`src/rtl/exc_tracker.sv`:
```
module exc_tracker #(
  parameter int AW = 32,
  parameter int CODE_W = 4,
  parameter int INSN_BYTES = 4,
  parameter logic [AW-1:0] HANDLER_PC = 'h80
) (
  input  logic              clk,
  input  logic              rst_n,
  input  logic              if_valid,
  input  logic [AW-1:0]     if_pc,
  input  logic              if_fetch_fault,
  input  logic              if_in_slot,
  input  logic              id_is_eret,
  input  logic              br_squash,
  input  logic              ex_illegal,
  input  logic              ex_overflow,
  input  logic              mem_addr_fault,
  input  logic              mem_store,
  input  logic              ext_irq,
  output logic              redirect,
  output logic [AW-1:0]     redirect_pc,
  output logic              mem_store_ok,
  output logic              wb_write_ok,
  output logic [AW-1:0]     epc,
  output logic [CODE_W-1:0] cause,
  output logic              kernel_mode,
  output logic              irq_enable
);
  localparam logic [CODE_W-1:0] C_NONE  = CODE_W'(0);
  localparam logic [CODE_W-1:0] C_FETCH = CODE_W'(1);
  localparam logic [CODE_W-1:0] C_ILL   = CODE_W'(2);
  localparam logic [CODE_W-1:0] C_OVF   = CODE_W'(3);
  localparam logic [CODE_W-1:0] C_DADDR = CODE_W'(4);
  localparam logic [CODE_W-1:0] C_IRQ   = CODE_W'(5);
  localparam logic [AW-1:0]     STEP    = AW'(INSN_BYTES);
  localparam int ID = 0, EX = 1, MEM = 2, WB = 3;

  logic [3:0]        v_q, bd_q, er_q;
  logic [AW-1:0]     pc_q   [4];
  logic [CODE_W-1:0] code_q [4];

  logic [CODE_W-1:0] if_code, ex_code, mem_code;
  logic exc_commit, irq_take, take, eret_commit, kill_front;
  logic [AW-1:0] epc_next;

  assign if_code  = if_fetch_fault ? C_FETCH : C_NONE;
  assign ex_code  = (code_q[EX] != C_NONE) ? code_q[EX] :
                    ex_illegal ? C_ILL : ex_overflow ? C_OVF : C_NONE;
  assign mem_code = (code_q[MEM] != C_NONE) ? code_q[MEM] :
                    mem_addr_fault ? C_DADDR : C_NONE;

  assign exc_commit  = v_q[WB] && (code_q[WB] != C_NONE);
  assign irq_take    = ext_irq && irq_enable && v_q[WB] && !exc_commit;
  assign take        = exc_commit || irq_take;
  assign eret_commit = v_q[WB] && er_q[WB] && !take;
  assign redirect    = take || eret_commit;
  assign redirect_pc = take ? HANDLER_PC : epc;
  assign kill_front  = redirect || br_squash;
  assign epc_next    = bd_q[WB] ? pc_q[WB] - STEP : pc_q[WB];

  assign wb_write_ok  = v_q[WB] && !take;
  assign mem_store_ok = mem_store && v_q[MEM] && (mem_code == C_NONE) && !redirect;

  always_ff @(posedge clk) begin
    if (!rst_n) begin
      v_q  <= '0;
      bd_q <= '0;
      er_q <= '0;
      for (int i = 0; i < 4; i++) begin
        pc_q[i]   <= '0;
        code_q[i] <= C_NONE;
      end
      epc         <= '0;
      cause       <= C_NONE;
      kernel_mode <= 1'b1;
      irq_enable  <= 1'b0;
    end else begin
      v_q[ID]     <= if_valid && !kill_front;
      pc_q[ID]    <= if_pc;
      code_q[ID]  <= if_code;
      bd_q[ID]    <= if_in_slot;
      er_q[ID]    <= 1'b0;

      v_q[EX]     <= v_q[ID] && !kill_front;
      pc_q[EX]    <= pc_q[ID];
      code_q[EX]  <= code_q[ID];
      bd_q[EX]    <= bd_q[ID];
      er_q[EX]    <= id_is_eret;

      v_q[MEM]    <= v_q[EX] && !redirect;
      pc_q[MEM]   <= pc_q[EX];
      code_q[MEM] <= ex_code;
      bd_q[MEM]   <= bd_q[EX];
      er_q[MEM]   <= er_q[EX];

      v_q[WB]     <= v_q[MEM] && !redirect;
      pc_q[WB]    <= pc_q[MEM];
      code_q[WB]  <= mem_code;
      bd_q[WB]    <= bd_q[MEM];
      er_q[WB]    <= er_q[MEM];

      if (take) begin
        epc         <= epc_next;
        cause       <= exc_commit ? code_q[WB] : C_IRQ;
        kernel_mode <= 1'b1;
        irq_enable  <= 1'b0;
      end else if (eret_commit) begin
        kernel_mode <= 1'b0;
        irq_enable  <= 1'b1;
      end
    end
  end

  p_flush_r4: assert property (@(posedge clk) disable iff (!rst_n)
    redirect |=> !v_q[WB]) else $error("younger instruction survived a redirect");

  p_epc_r7: assert property (@(posedge clk) disable iff (!rst_n)
    (exc_commit && !bd_q[WB]) |=> epc == $past(pc_q[WB])) else $error("epc mismatch");

  p_mode_r8: assert property (@(posedge clk) disable iff (!rst_n)
    take |=> kernel_mode && !irq_enable) else $error("mode not entered");

  p_eret_r9: assert property (@(posedge clk) disable iff (!rst_n)
    eret_commit |=> !kernel_mode && irq_enable) else $error("return did not restore user mode");

  p_irq_r10: assert property (@(posedge clk) disable iff (!rst_n)
    irq_take |=> cause == C_IRQ) else $error("interrupt cause not recorded");

  p_store_r11: assert property (@(posedge clk) disable iff (!rst_n)
    mem_store_ok |=> v_q[WB] && code_q[WB] == C_NONE) else $error("store allowed on dead instruction");
endmodule

```
`config.mk`:
```
export PLATFORM = sky130hd
export DESIGN_NAME = exc_tracker
export DESIGN_NICKNAME = d
export VERILOG_FILES = /design/src/rtl/exc_tracker.sv
export SDC_FILE = /design/constraint.sdc
export NUM_CORES = 1
export LEC_CHECK = 0
export BUFFER_PORTS_ARGS = -buffer_cell sky130_fd_sc_hd__buf_2
export CAP_MARGIN = 20
export CORE_MARGIN = 8
export CORE_UTILIZATION = 35
export DETAILED_ROUTE_END_ITERATION = 8
export GPL_TIMING_DRIVEN = 0
export HOLD_SLACK_MARGIN = 0.1
export PLACE_DENSITY = 0.58
export SYNTH_ARGS = -nofsm -noshare
export SYNTH_HDL_FRONTEND = slang
export SYNTH_SLANG_ARGS = --single-unit
```
`constraint.sdc`:
```
create_clock -name clk -period 2.9 [get_ports clk]
set_clock_uncertainty 0.05 [all_clocks]
set_input_delay 0.29 -clock clk [delete_from_list [all_inputs] [get_ports clk]]
set_output_delay 0.29 -clock clk [all_outputs]
set_load 0.02 [all_outputs]
```
# Word level (Yosys, flattened, before mapping)
# Memory sizes are Yosys's and may differ from the RTL's.
# Index checks and enable logic that the tools add are counted.
# op_classes
bitwise	9
n_eq_ne	0
muxes	19
add_sub_neg	1
shift	0
n_reduce_logical	26
n_lt_le_gt_ge	0
multipliers	0
div_mod_pow	0
# ops
op	n
$mux 32	6
$sub 32x3->32 const B	1
$mux 4	7
$logic_and 1x1->1	14
$reduce_bool 4->1	3
$or 1x1->1	8
$logic_not 1->1	4
$logic_not 4->1	1
$mux 2	2
$logic_or 1x1->1	3
$mux 1	3
$mux 3	1
$reduce_or 2->1	1
$not 1->1	1
# word_totals
mem_bits_ro	0
register_bits	49
ram_bits	144
latch_bits	0
wordCells	64
mem_count	2
# memory_table
name	words	word_bits	read_ports	rd_clocked_by_memory_dff	wr	line_no	rtl
pc_q	4	32	4	0	4	39	logic [AW-1:0] pc_q [4];
code_q	4	4	4	0	4	40	logic [CODE_W-1:0] code_q [4];

# Longest topological paths before layout
# An unclocked memory read counts as a cell.
# logic_depth
ltp_word	12
depth_mapped	6

# Least setup slack after synthesis
# OpenSTA, ideal clock, no wires.
# synth_timing
path_type	register to register
start	memory pc_q[3][20] (netlist: pc_q[0][116])
end	register epc[23]
path_buffers	2
path_stages_with_launch	7
period_less_slack_ps	2269
t_arrival_ps	2128
path_slack_ps	631
cell_sequence	dfxtp_1 or4_4 or4b_1 buf_2 buf_6 or3_1 a311oi_1
# synth_lines
item	line_no	rtl
start, declared	39	
end signal, assigned	103	epc <= epc_next;
end, declared	24	output logic [AW-1:0] epc,

==> flow_metrics.env <==
export IMPL_outcome="finished clean"
export IMPL_crit_type="register to primary output"
export IMPL_hold_class="primary input to register"
export IMPL_crit_path_start="code_q[0][12]"
export IMPL_synth_edff_count=0
export IMPL_grt_pass1_vias=4276
export IMPL_hpwl_mm=9.63
export IMPL_port_buffers=114
export IMPL_path_cells="a211o_1, o21ai_1, clkbuf_1, nand2_1, nor3_1, buf_2"
export IMPL_fmax_ghz=0.389
export IMPL_cp_max_fo=10
export IMPL_seq_area_frac_synth_pct=60.4
export IMPL_syn2layout_area_growth_pct=31.0
export IMPL_required_ns=2.56
export IMPL_yosys_area_top_type="dfxtp_1"
export IMPL_insertion_delay_ns=0.42
export IMPL_slew_headroom_pct=56.5
export IMPL_clock_sinks=183
export IMPL_grt_pass1_wl_mm=20.7
export IMPL_diodes=0
export IMPL_start_util_pct=35.4
export IMPL_switching_share_pct=19.0
export IMPL_drc=0
export IMPL_hold_viol=0
export IMPL_power_internal_w=0.00423
export IMPL_async_flop_share_pct=0
export IMPL_synth_top_area_share_pct=60.4
export IMPL_drive_gt1_share_pct=20.8
export IMPL_cp_end_kind="primary output"
export IMPL_antenna_left=0
export IMPL_drtIter0Drc=143
export IMPL_yosysWarnings=0
export IMPL_grt_setup_unrepaired="no"
export IMPL_p_switching_w=0.000992
export IMPL_clockBufferDepth=2
export IMPL_power_w=0.00523
export IMPL_clk_pin_slew_worst_paths_ns=0.06
export IMPL_ys_types=44
export IMPL_p_clk_share_pct=45.8
export IMPL_setup_viol=0
export IMPL_core_area_mm2=0.0171
export IMPL_pwr_share_comb_pct=4.3
export IMPL_crit_buf_inv=2
export IMPL_cellLeakagePower_nw=3.46
export IMPL_start_kind="register"
export IMPL_grt_total_usage_pct=11.8
export IMPL_synth_ff_type="dfxtp_1"
export IMPL_r2r_start="pc_q[0][104]"
export IMPL_htree_levels=4
export IMPL_cp_top_family="buffers and inverters"
export IMPL_maxCapViolCount=0
export IMPL_synth_area_mm2=0.00606
export IMPL_syn_inst=582
export IMPL_cts_inserted_buffers=17
export IMPL_synth_nets=627
export IMPL_drv_slew=0
export IMPL_nets=799
export IMPL_overflow=0
export IMPL_cts_tree="yes"
export IMPL_vias_per_cell=4.43
export IMPL_hold_start="rst_n"
export IMPL_first_pass_iters=5
export IMPL_grt_max_degree=17
export IMPL_die_area_mm2=0.0218
export IMPL_fin_setup_tns_ns=0
export IMPL_peakVddDrop_uv=503
export IMPL_route_final_wire_length_mm=12.6
export IMPL_layout_min_cycle_time_ns=2.57
export IMPL_cts_root_buf="clkbuf_16"
export IMPL_fin_crit_sh_pct=88.7
export IMPL_fp_row_count=48
export IMPL_syn_area_per_cell_um2=10.4
export IMPL_tightest_slew_ns=0.648
export IMPL_slowest_delay_ns=0.42
export IMPL_worst_path_max_delay_cell="clkbuf_1"
export IMPL_wire_per_inst_um=12.7
export IMPL_p_seq_share_pct=49.9
export IMPL_ys_top_cells_by_area="dfxtp_1 60%, and2_1 17%, o21ai_0 2.2%"
export IMPL_die_y_um=148
export IMPL_ios=117
export IMPL_ys_ff_latch=183
export IMPL_die_w_um=148
export IMPL_gp_congestion=0.808
export IMPL_via_count=4389
export IMPL_antenna_found_initial=0
export IMPL_power_density_mw_per_mm2=658
export IMPL_crit_arrival_ns=2.23
-- worst min-delay path, cell delays in order --
cell and delay (ns):
clkbuf_1 0.20, inv_1 0.12, a311oi_1 0.05
-- power groups by stage --
stage               clock [W]  sequential, W  combinational (W)
finish                0.00239        0.00261           0.000224
CTS                   0.00245        0.00261           0.000228
detailed placement          0        0.00267           0.000186
floorplan                   0        0.00266           0.000121
global placement            0        0.00266           0.000181
global route          0.00256        0.00261           0.000253
-- cell usage in the layout, fill, tap and decap left out, types with 2 or more instances in the layout --
cell type / n
xor2_1: 6
nand4_1: 5
clkbuf_1: 29
clkbuf_8: 4
or3_1: 8
inv_1: 9
nand2_1: 11
nand2b_1: 3
xnor2_1: 4
and2_1: 168
clkinv_4: 2
dfxtp_1: 183
buf_4: 4
a21oi_1: 11
a311oi_1: 3
clkbuf_2: 2
clkbuf_16: 17
a31oi_1: 16
o21ai_0: 26
a211oi_1: 2
or4_1: 16
dlygate4sd3_1: 40
buf_2: 115
bufinv_16: 4
o31ai_1: 13
nor2_1: 20
nor4_1: 3
nor3_1: 7
o21a_1: 5
nor3b_1: 3
nand3_1: 6
-- area by class of cell --
type | count | area [um2]
Multi-Input combinational cell | 354 | 2200
Inverter | 9 | 33.8
Tap cell | 225 | 282
Sequential cell | 183 | 3660
Clock buffer | 23 | 488
Fill cell | 1614 | 9170
Buffer | 35 | 158
Clock inverter | 7 | 143
Timing Repair Buffer | 154 | 971
-- cells in the mapped netlist (2+ instances only) --
master and n:
a31oi_1 16, nor3b_1 3, inv_1 9, o21a_1 5
and2_1 168, or3_1 8, xor2_1 6, o21ai_0 27
xnor2_1 4, a211oi_1 2, dfxtp_1 183, nand3_1 6
a21oi_1 11, nor4_1 3, clkbuf_1 29, nor2_1 20
or4_1 16, o31ai_1 13, nand2b_1 3, buf_4 4
nor3_1 7, nand4_1 5, nand2_1 11, a311oi_1 3
-- registers in the layout, summed over array words and instances (netlist names) --
name,count
irq_enable,1
er_q,3
bd_q,4
kernel_mode,1
code_q,7
v_q,4
cause,3
epc,32
pc_q,128
-- metal layers --
| metal | vias up | wire [um] | GRT usage, % |
|---|---|---|---|
| met2 | 120 | 5610 | 18.7 |
| met5 | - | 0 | 0 |
| li1 | 2289 | - | - |
| met1 | 1954 | 5890 | 13.7 |
| met3 | 26 | 788 | 4.28 |
| met4 | 0 | 335 | 6.43 |
-- kinds of logic after synthesis --
| group | Yosys count | share of synthesized area [%] |
|---|---|---|
| and+or+nand+nor | 262 | 26.5 |
| other | 1 | 0.0619 |
| DFF | 183 | 60.4 |
| buffers and inverters | 45 | 3.20 |
| AOI/OAI and AO/OA | 80 | 8.17 |
| xor gates and xnor gates | 10 | 1.44 |
| adders and majority gates | 1 | 0.206 |
-- metrics by stage --
stage	utilization [%]	worst slack [ns]	hold WS (ns)	cell area, um2	std cells
floorplan	-	0.631	0.316	6060	582
global placement	40.4	0.273	0.356	6910	921
detailed placement	40.4	0.256	0.363	6910	921
CTS	46.4	0.0287	0.226	7950	991
global route	46.4	0.114	0.277	7940	990
finish	46.4	0.329	0.253	7940	990
-- worst paths after layout --
kind	slack, ns	cells past startpoint	to
worst min-delay path	0.25	3	epc[6]
worst min register to register	0.37	2	v_q[2]
worst max register to register	0.42	5	epc[23]
worst max-delay path	0.33	6	mem_store_ok
-- timing repair --
| item | in CTS | in global routing |
|---|---|---|
| setup buffers | 0 | 0 |
| cloned | 0 | 0 |
| setup endpoints to repair | 10 | 11 |
| endpoints found under the hold margin | 40 | 0 |
| gates resized for setup | 1 | 1 |
| hold buffers | 40 | 0 |
Power figures use the tool's default switching activity.
